File: config.mk
export PLATFORM = sky130hd
export DESIGN_NAME = pipe_hazard_unit
export DESIGN_NICKNAME = d
export VERILOG_FILES = /design/src/rtl/pipe_hazard_pkg.sv /design/src/rtl/phz_src_match.sv /design/src/rtl/phz_stall.sv /design/src/rtl/phz_ex_sel.sv /design/src/rtl/pipe_hazard_unit.sv
export SDC_FILE = /design/constraint.sdc
export NUM_CORES = 1
export LEC_CHECK = 0
export ABC_AREA = 1
export BUFFER_PORTS_ARGS = -buffer_cell sky130_fd_sc_hd__buf_4
export CORE_MARGIN = 3
export CORE_UTILIZATION = 44
export CTS_CLUSTER_SIZE = 25
export DETAILED_ROUTE_END_ITERATION = 16
export PLACE_DENSITY = 0.81
export SYNTH_ARGS = -nofsm -noshare
export SYNTH_HDL_FRONTEND = slang
export SYNTH_SLANG_ARGS = --single-unit
File: constraint.sdc
create_clock -name clk -period 1.18 [get_ports clk]
set_input_delay 0.118 -clock clk [delete_from_list [all_inputs] [get_ports clk]]
set_output_delay 0.118 -clock clk [all_outputs]
set_load 0.02 [all_outputs]
File: src/rtl/pipe_hazard_pkg.sv
package pipe_hazard_pkg;

    localparam int CLS_W = 4;
    localparam int SEL_W = 2;

    typedef enum logic [CLS_W-1:0] {
        CLS_NOP   = 4'd0,
        CLS_ALU   = 4'd1,
        CLS_ALUI  = 4'd2,
        CLS_LOAD  = 4'd3,
        CLS_STORE = 4'd4,
        CLS_BEQ   = 4'd5,
        CLS_BNEZ  = 4'd6,
        CLS_JR    = 4'd7,
        CLS_JAL   = 4'd8
    } cls_e;

    typedef enum logic [SEL_W-1:0] {
        SEL_NONE  = 2'd0,
        SEL_EXMEM = 2'd1,
        SEL_MEMWB = 2'd2
    } fwd_e;

    // Per-source match against the three older pipeline registers.
    typedef struct packed {
        logic ex;      // writer in decode/execute register
        logic ex_ld;   // that writer is a load
        logic mem;     // writer in execute/memory register
        logic mem_ld;  // that writer is a load
        logic wb;      // writer in memory/write-back register
    } hit_t;

    function automatic logic f_writes(input cls_e c);
        return c inside {CLS_ALU, CLS_ALUI, CLS_LOAD, CLS_JAL};
    endfunction

    // First source consumed in execute.
    function automatic logic f_rs_ex(input cls_e c);
        return c inside {CLS_ALU, CLS_ALUI, CLS_LOAD, CLS_STORE};
    endfunction

    // Second source carried through execute (ALU operand or store data).
    function automatic logic f_rt_ex(input cls_e c);
        return c inside {CLS_ALU, CLS_STORE};
    endfunction

    // First source consumed in decode.
    function automatic logic f_rs_id(input cls_e c);
        return c inside {CLS_BEQ, CLS_BNEZ, CLS_JR};
    endfunction

    // Second source consumed in decode.
    function automatic logic f_rt_id(input cls_e c);
        return c == CLS_BEQ;
    endfunction

    // Decode-stage pick: youngest ready producer first.
    function automatic fwd_e f_pick_id(input hit_t h);
        if (h.mem)     return SEL_EXMEM;
        else if (h.wb) return SEL_MEMWB;
        else           return SEL_NONE;
    endfunction

endpackage

File: src/rtl/phz_src_match.sv
module phz_src_match
    import pipe_hazard_pkg::*;
#(
    parameter int REG_W = 5
) (
    input  logic [REG_W-1:0] src,
    input  cls_e             ex_c,
    input  logic [REG_W-1:0] ex_dst,
    input  cls_e             mem_c,
    input  logic [REG_W-1:0] mem_dst,
    input  cls_e             wb_c,
    input  logic [REG_W-1:0] wb_dst,
    output hit_t             hit
);
    logic nz;
    assign nz = |src;

    always_comb begin
        hit.ex     = nz && f_writes(ex_c)  && (ex_dst  == src);
        hit.ex_ld  = hit.ex && (ex_c == CLS_LOAD);
        hit.mem    = nz && f_writes(mem_c) && (mem_dst == src);
        hit.mem_ld = hit.mem && (mem_c == CLS_LOAD);
        hit.wb     = nz && f_writes(wb_c)  && (wb_dst  == src);
    end
endmodule

File: src/rtl/phz_stall.sv
module phz_stall
    import pipe_hazard_pkg::*;
(
    input  cls_e id_c,
    input  logic rs_ex,
    input  logic rs_ex_ld,
    input  logic rs_mem_ld,
    input  logic rt_ex,
    input  logic rt_ex_ld,
    input  logic rt_mem_ld,
    output logic stall
);
    logic load_use;
    logic dec_rs_wait;
    logic dec_rt_wait;

    always_comb begin
        // Store data is taken later from write-back, so only ALU rt counts.
        load_use    = (f_rs_ex(id_c) && rs_ex_ld) ||
                      ((id_c == CLS_ALU) && rt_ex_ld);
        dec_rs_wait = f_rs_id(id_c) && (rs_ex || rs_mem_ld);
        dec_rt_wait = f_rt_id(id_c) && (rt_ex || rt_mem_ld);
        stall       = load_use || dec_rs_wait || dec_rt_wait;
    end
endmodule

File: src/rtl/phz_ex_sel.sv
module phz_ex_sel
    import pipe_hazard_pkg::*;
(
    input  logic clk,
    input  logic rst_i,
    input  logic stall,
    input  logic use_src,
    input  logic hit_ex,
    input  logic hit_ex_ld,
    input  logic hit_mem,
    output fwd_e sel
);
    fwd_e nxt;
    fwd_e q;

    always_comb begin
        nxt = SEL_NONE;
        if (!stall && use_src) begin
            if (hit_ex && !hit_ex_ld) nxt = SEL_EXMEM;
            else if (hit_ex_ld)       nxt = SEL_NONE;
            else if (hit_mem)         nxt = SEL_MEMWB;
        end
    end

    always_ff @(posedge clk) begin
        if (rst_i) q <= SEL_NONE;
        else       q <= nxt;
    end

    assign sel = q;

    assert_bubble_after_stall_R5: assert property (
        @(posedge clk) disable iff (rst_i) stall |=> (sel == SEL_NONE));

    assert_clear_after_reset_R1: assert property (
        @(posedge clk) disable iff (rst_i) $past(rst_i) |-> (sel == SEL_NONE));

    assert_unread_field_quiet_R11: assert property (
        @(posedge clk) disable iff (rst_i) !use_src |=> (sel == SEL_NONE));
endmodule

File: src/rtl/pipe_hazard_unit.sv
module pipe_hazard_unit
    import pipe_hazard_pkg::*;
#(
    parameter int REG_W = 5
) (
    input  logic             clk,
    input  logic             rst_i,
    input  logic [CLS_W-1:0] id_cls,
    input  logic [REG_W-1:0] id_rs,
    input  logic [REG_W-1:0] id_rt,
    input  logic [CLS_W-1:0] ex_cls,
    input  logic [REG_W-1:0] ex_dst,
    input  logic [CLS_W-1:0] mem_cls,
    input  logic [REG_W-1:0] mem_dst,
    input  logic [REG_W-1:0] mem_rt,
    input  logic [CLS_W-1:0] wb_cls,
    input  logic [REG_W-1:0] wb_dst,
    output logic             stall,
    output logic [SEL_W-1:0] cmp_sel_a,
    output logic [SEL_W-1:0] cmp_sel_b,
    output logic [SEL_W-1:0] jr_sel,
    output logic [SEL_W-1:0] alu_sel_a,
    output logic [SEL_W-1:0] alu_sel_b,
    output logic [SEL_W-1:0] st_sel
);
    localparam int N_SRC = 2;

    cls_e id_c, ex_c, mem_c, wb_c;
    assign id_c  = cls_e'(id_cls);
    assign ex_c  = cls_e'(ex_cls);
    assign mem_c = cls_e'(mem_cls);
    assign wb_c  = cls_e'(wb_cls);

    logic [REG_W-1:0] src    [N_SRC];
    logic             use_ex [N_SRC];
    hit_t             hit    [N_SRC];
    fwd_e             ex_sel [N_SRC];

    assign src[0]    = id_rs;
    assign src[1]    = id_rt;
    assign use_ex[0] = f_rs_ex(id_c);
    assign use_ex[1] = f_rt_ex(id_c);

    for (genvar g = 0; g < N_SRC; g++) begin : g_src
        phz_src_match #(.REG_W(REG_W)) u_match (
            .src     (src[g]),
            .ex_c    (ex_c),
            .ex_dst  (ex_dst),
            .mem_c   (mem_c),
            .mem_dst (mem_dst),
            .wb_c    (wb_c),
            .wb_dst  (wb_dst),
            .hit     (hit[g])
        );

        phz_ex_sel u_sel (
            .clk       (clk),
            .rst_i     (rst_i),
            .stall     (stall),
            .use_src   (use_ex[g]),
            .hit_ex    (hit[g].ex),
            .hit_ex_ld (hit[g].ex_ld),
            .hit_mem   (hit[g].mem),
            .sel       (ex_sel[g])
        );
    end

    phz_stall u_stall (
        .id_c      (id_c),
        .rs_ex     (hit[0].ex),
        .rs_ex_ld  (hit[0].ex_ld),
        .rs_mem_ld (hit[0].mem_ld),
        .rt_ex     (hit[1].ex),
        .rt_ex_ld  (hit[1].ex_ld),
        .rt_mem_ld (hit[1].mem_ld),
        .stall     (stall)
    );

    // Decode-stage sinks.
    logic is_branch;
    assign is_branch = (id_c == CLS_BEQ) || (id_c == CLS_BNEZ);

    assign cmp_sel_a = is_branch         ? f_pick_id(hit[0]) : SEL_NONE;
    assign cmp_sel_b = (id_c == CLS_BEQ) ? f_pick_id(hit[1]) : SEL_NONE;
    assign jr_sel    = (id_c == CLS_JR)  ? f_pick_id(hit[0]) : SEL_NONE;

    // Execute-stage sinks, registered one cycle ahead.
    assign alu_sel_a = ex_sel[0];
    assign alu_sel_b = ex_sel[1];

    // Memory-stage sink: store data from a load now in write-back.
    logic st_hit;
    assign st_hit = (mem_c == CLS_STORE) && (|mem_rt) &&
                    (wb_c == CLS_LOAD) && (wb_dst == mem_rt);
    assign st_sel = st_hit ? SEL_MEMWB : SEL_NONE;

    assert_zero_never_source_R10: assert property (
        @(posedge clk) disable iff (rst_i)
        (id_rs == '0) |-> (cmp_sel_a == SEL_NONE && jr_sel == SEL_NONE));

    assert_store_fwd_from_load_R6: assert property (
        @(posedge clk) disable iff (rst_i)
        (st_sel == SEL_MEMWB) |-> (wb_c == CLS_LOAD && mem_c == CLS_STORE));

    assert_branch_waits_on_load_R8: assert property (
        @(posedge clk) disable iff (rst_i)
        (is_branch && mem_c == CLS_LOAD && mem_dst == id_rs && id_rs != '0) |-> stall);
endmodule

==> impl_metrics.json <==
{
  "ir_drop_uv": 727.4,
  "finalHoldViolCount": 0,
  "largest_register_ff_count": 4,
  "worst_slack_ps": -238.7,
  "portBuffers": 59,
  "critPathMaxStageDelay_ps": 200,
  "die_h_um": 54.55,
  "detail_route.iter0.violations": 51,
  "clkSinkCount": 4,
  "dr.pass1.iters": 4,
  "max_freq_ghz": 0.7049,
  "worstPathArrival_ps": 1300,
  "syn-num-nets": 249,
  "dpl_cell_area_sq_mm": 0.001657,
  "clk_pin_slew_ps": 40,
  "vias": 1637,
  "via_per_inst": 5.247,
  "ys_ff_latch": 4,
  "final_max_slew_viol_count": 0,
  "setup_viol_count_final": 7,
  "cts_root_buf": "clkbuf_4",
  "fin_setup_tns_ps": -994.8,
  "wl_per_cell_um": 13.34,
  "ys_seq_area_frac": 0.07720,
  "grt_pass1_wl_um": 6072,
  "endpoint_kind": "output pin",
  "nNetsFinal": 335,
  "initial_core_util": 0.4935,
  "rsz0062_at_grt": "yes",
  "worstPathCellList": "buf_8 > nor2_4 > nor2_2 > nor3_2 > inv_1 > nor3_2 > inv_1 > nand4_1 > nor2_1 > buf_4",
  "maxCapViolations": 0,
  "crit_buf_inv": 4,
  "drcViolationCount": 0,
  "crit_type": "in2out",
  "hold_class": "in2reg",
  "post-place-ws_ps": -272.2,
  "fin_hold_ws_ps": 177.6,
  "rows": 16,
  "hold_buffers": 0,
  "endpoint": "cmp_sel_a[1]",
  "crit_start": "mem_cls[0]",
  "grt_max_degree": 6,
  "start_kind": "input port",
  "ios": 61,
  "place_congestion": 0.8533,
  "cts_tree": "built",
  "avgSynthCellArea_sq_um": 5.160,
  "num_antenna_cells": 0,
  "cp_slowest_cell": "nor3_2",
  "wl_um": 4161,
  "area_growth_pct": 82.39,
  "crit_fanout": 3,
  "die_w_um": 54.55,
  "status": "complete, but fails checks",
  "core_area_sq_mm": 0.002102,
  "grt_use_total": 0.2840,
  "synth_area_sq_mm": 0.001037,
  "power_w": 0.0008603,
  "pwr_density_cell_mw_per_mm2": 454.8,
  "clockBufferDepth": 2,
  "p_leak_nw": 0.9891,
  "layout_common_cells": "buf_4 (72), nand2_1 (59), inv_1 (24)",
  "antenna_left": 0,
  "die_area_sq_mm": 0.002976,
  "period_share": 1.202,
  "path_delay_family": "simple AND/OR/NAND/NOR gates",
  "final.min_clock_period_ps": 1419,
  "cts_buffers": 3,
  "final_common_cell": "buf_4",
  "grt_pass1_vias": 1524,
  "critical_path_required_ps": 1060,
  "drive_gt1_frac": 0.4807,
  "overflow": 0,
  "crit_cells": 10,
  "yosysWarningCount": 0,
  "antenna_found_initial": 0,
  "dp_hpwl_um": 2899,
  "synthCells": 201,
  "violations": "negative setup slack",
  "htree_levels": 1,
  "synth_cell_types": 29,
  "final_area_sq_mm": 0.001892
}
-- area by class of cell --
cell class              count  area (sq um)
multi-input cells         160         935.9
well taps                  27         33.78
inverters                  35         138.9
flip-flops and latches      4         80.08
fillers                   117         210.2
repair buffers             83         680.7
clock buffers               3         22.52
-- power breakdown --
part | internal (W) | switching [W] | total [W]
clock | 0.000115 | 0.0000688 | 0.000183
combinational | 0.000267 | 0.000273 | 0.000541
sequential | 0.000136 | 0.0000000367 | 0.000136
total | 0.000518 | 0.000342 | 0.000860
-- cells by family after synthesis --
| group | share of synthesized area |
|---|---|
| AO/OA/AOI/OAI | 0.06393 |
| XOR/XNOR | 0.1013 |
| buffers and inverters | 0.1411 |
| flip-flops | 0.07720 |
| other | 0.003615 |
| AND/OR/NAND/NOR | 0.6128 |
-- worst min-delay path by stage --
stage | start | to | slack, ps | cells after the start
5_1_grt | rst_i | g_src[0].u_sel.sel[1]$_SDFF_PP0_ | 200 | 4
4_1_cts | rst_i | g_src[0].u_sel.sel[1]$_SDFF_PP0_ | 160 | 4
3_3_place_gp | rst_i | g_src[0].u_sel.sel[0]$_SDFF_PP0_ | 440 | 4
2_1_floorplan | ex_cls[2] | g_src[1].u_sel.sel[0]$_SDFF_PP0_ | 310 | 3
6_report | rst_i | g_src[0].u_sel.sel[1]$_SDFF_PP0_ | 180 | 4
3_5_place_dp | rst_i | g_src[0].u_sel.sel[1]$_SDFF_PP0_ | 420 | 4
-- metrics by stage --
step	cells	utilization
2_1_floorplan	201	-
3_3_place_gp	306	0.7881
3_5_place_dp	306	0.7881
4_1_cts	312	0.8482
5_1_grt	312	0.9000
6_report	312	0.9000
-- timing repair --
item,4_1_cts,5_1_grt
endpoints found under the setup margin,8,8
pin swaps,14,23
hold endpoints to repair,0,0
gates resized for setup,21,34
setup buffers,3,0
cloned,0,0
-- per-layer routing --
| layer | track usage | part of all wire |
|---|---|---|
| met5 | 0 | 0 |
| met4 | 0.1452 | 0.054 |
| met3 | 0.05177 | 0.081 |
| met2 | 0.5100 | 0.48 |
| met1 | 0.3148 | 0.39 |
-- synth_stat cells --
| library cell | n | area, sq um |
|---|---|---|
| xnor2_1 | 9 | 78.83 |
| o21ai_0 | 3 | 15.01 |
| nand2_1 | 64 | 240.2 |
| nor3b_1 | 1 | 7.510 |
| inv_1 | 28 | 105.1 |
| o22ai_1 | 3 | 18.77 |
| nor2_1 | 28 | 105.1 |
| nand3_1 | 13 | 65.06 |
| nor3_1 | 6 | 30.03 |
| or4_1 | 1 | 7.510 |
| xor2_1 | 3 | 26.28 |
| nor3_4 | 1 | 16.27 |
| o2111ai_1 | 1 | 8.760 |
| nor2_2 | 2 | 12.51 |
| buf_4 | 2 | 15.01 |
| nor3_2 | 2 | 20.02 |
| inv_2 | 7 | 26.28 |
| dfxtp_1 | 4 | 80.08 |
| nand2_2 | 3 | 18.77 |
| a221oi_1 | 1 | 8.760 |
| nand4_1 | 6 | 37.54 |
| nand4_2 | 1 | 12.51 |
| nand3_2 | 2 | 20.02 |
| nor4_1 | 3 | 18.77 |
| or2_2 | 1 | 6.260 |
| conb_1 | 1 | 3.750 |
| a21oi_1 | 3 | 15.01 |
| nor2_4 | 1 | 11.26 |
| or2_1 | 1 | 6.260 |
No activity file was read; power rests on OpenSTA's default activity.
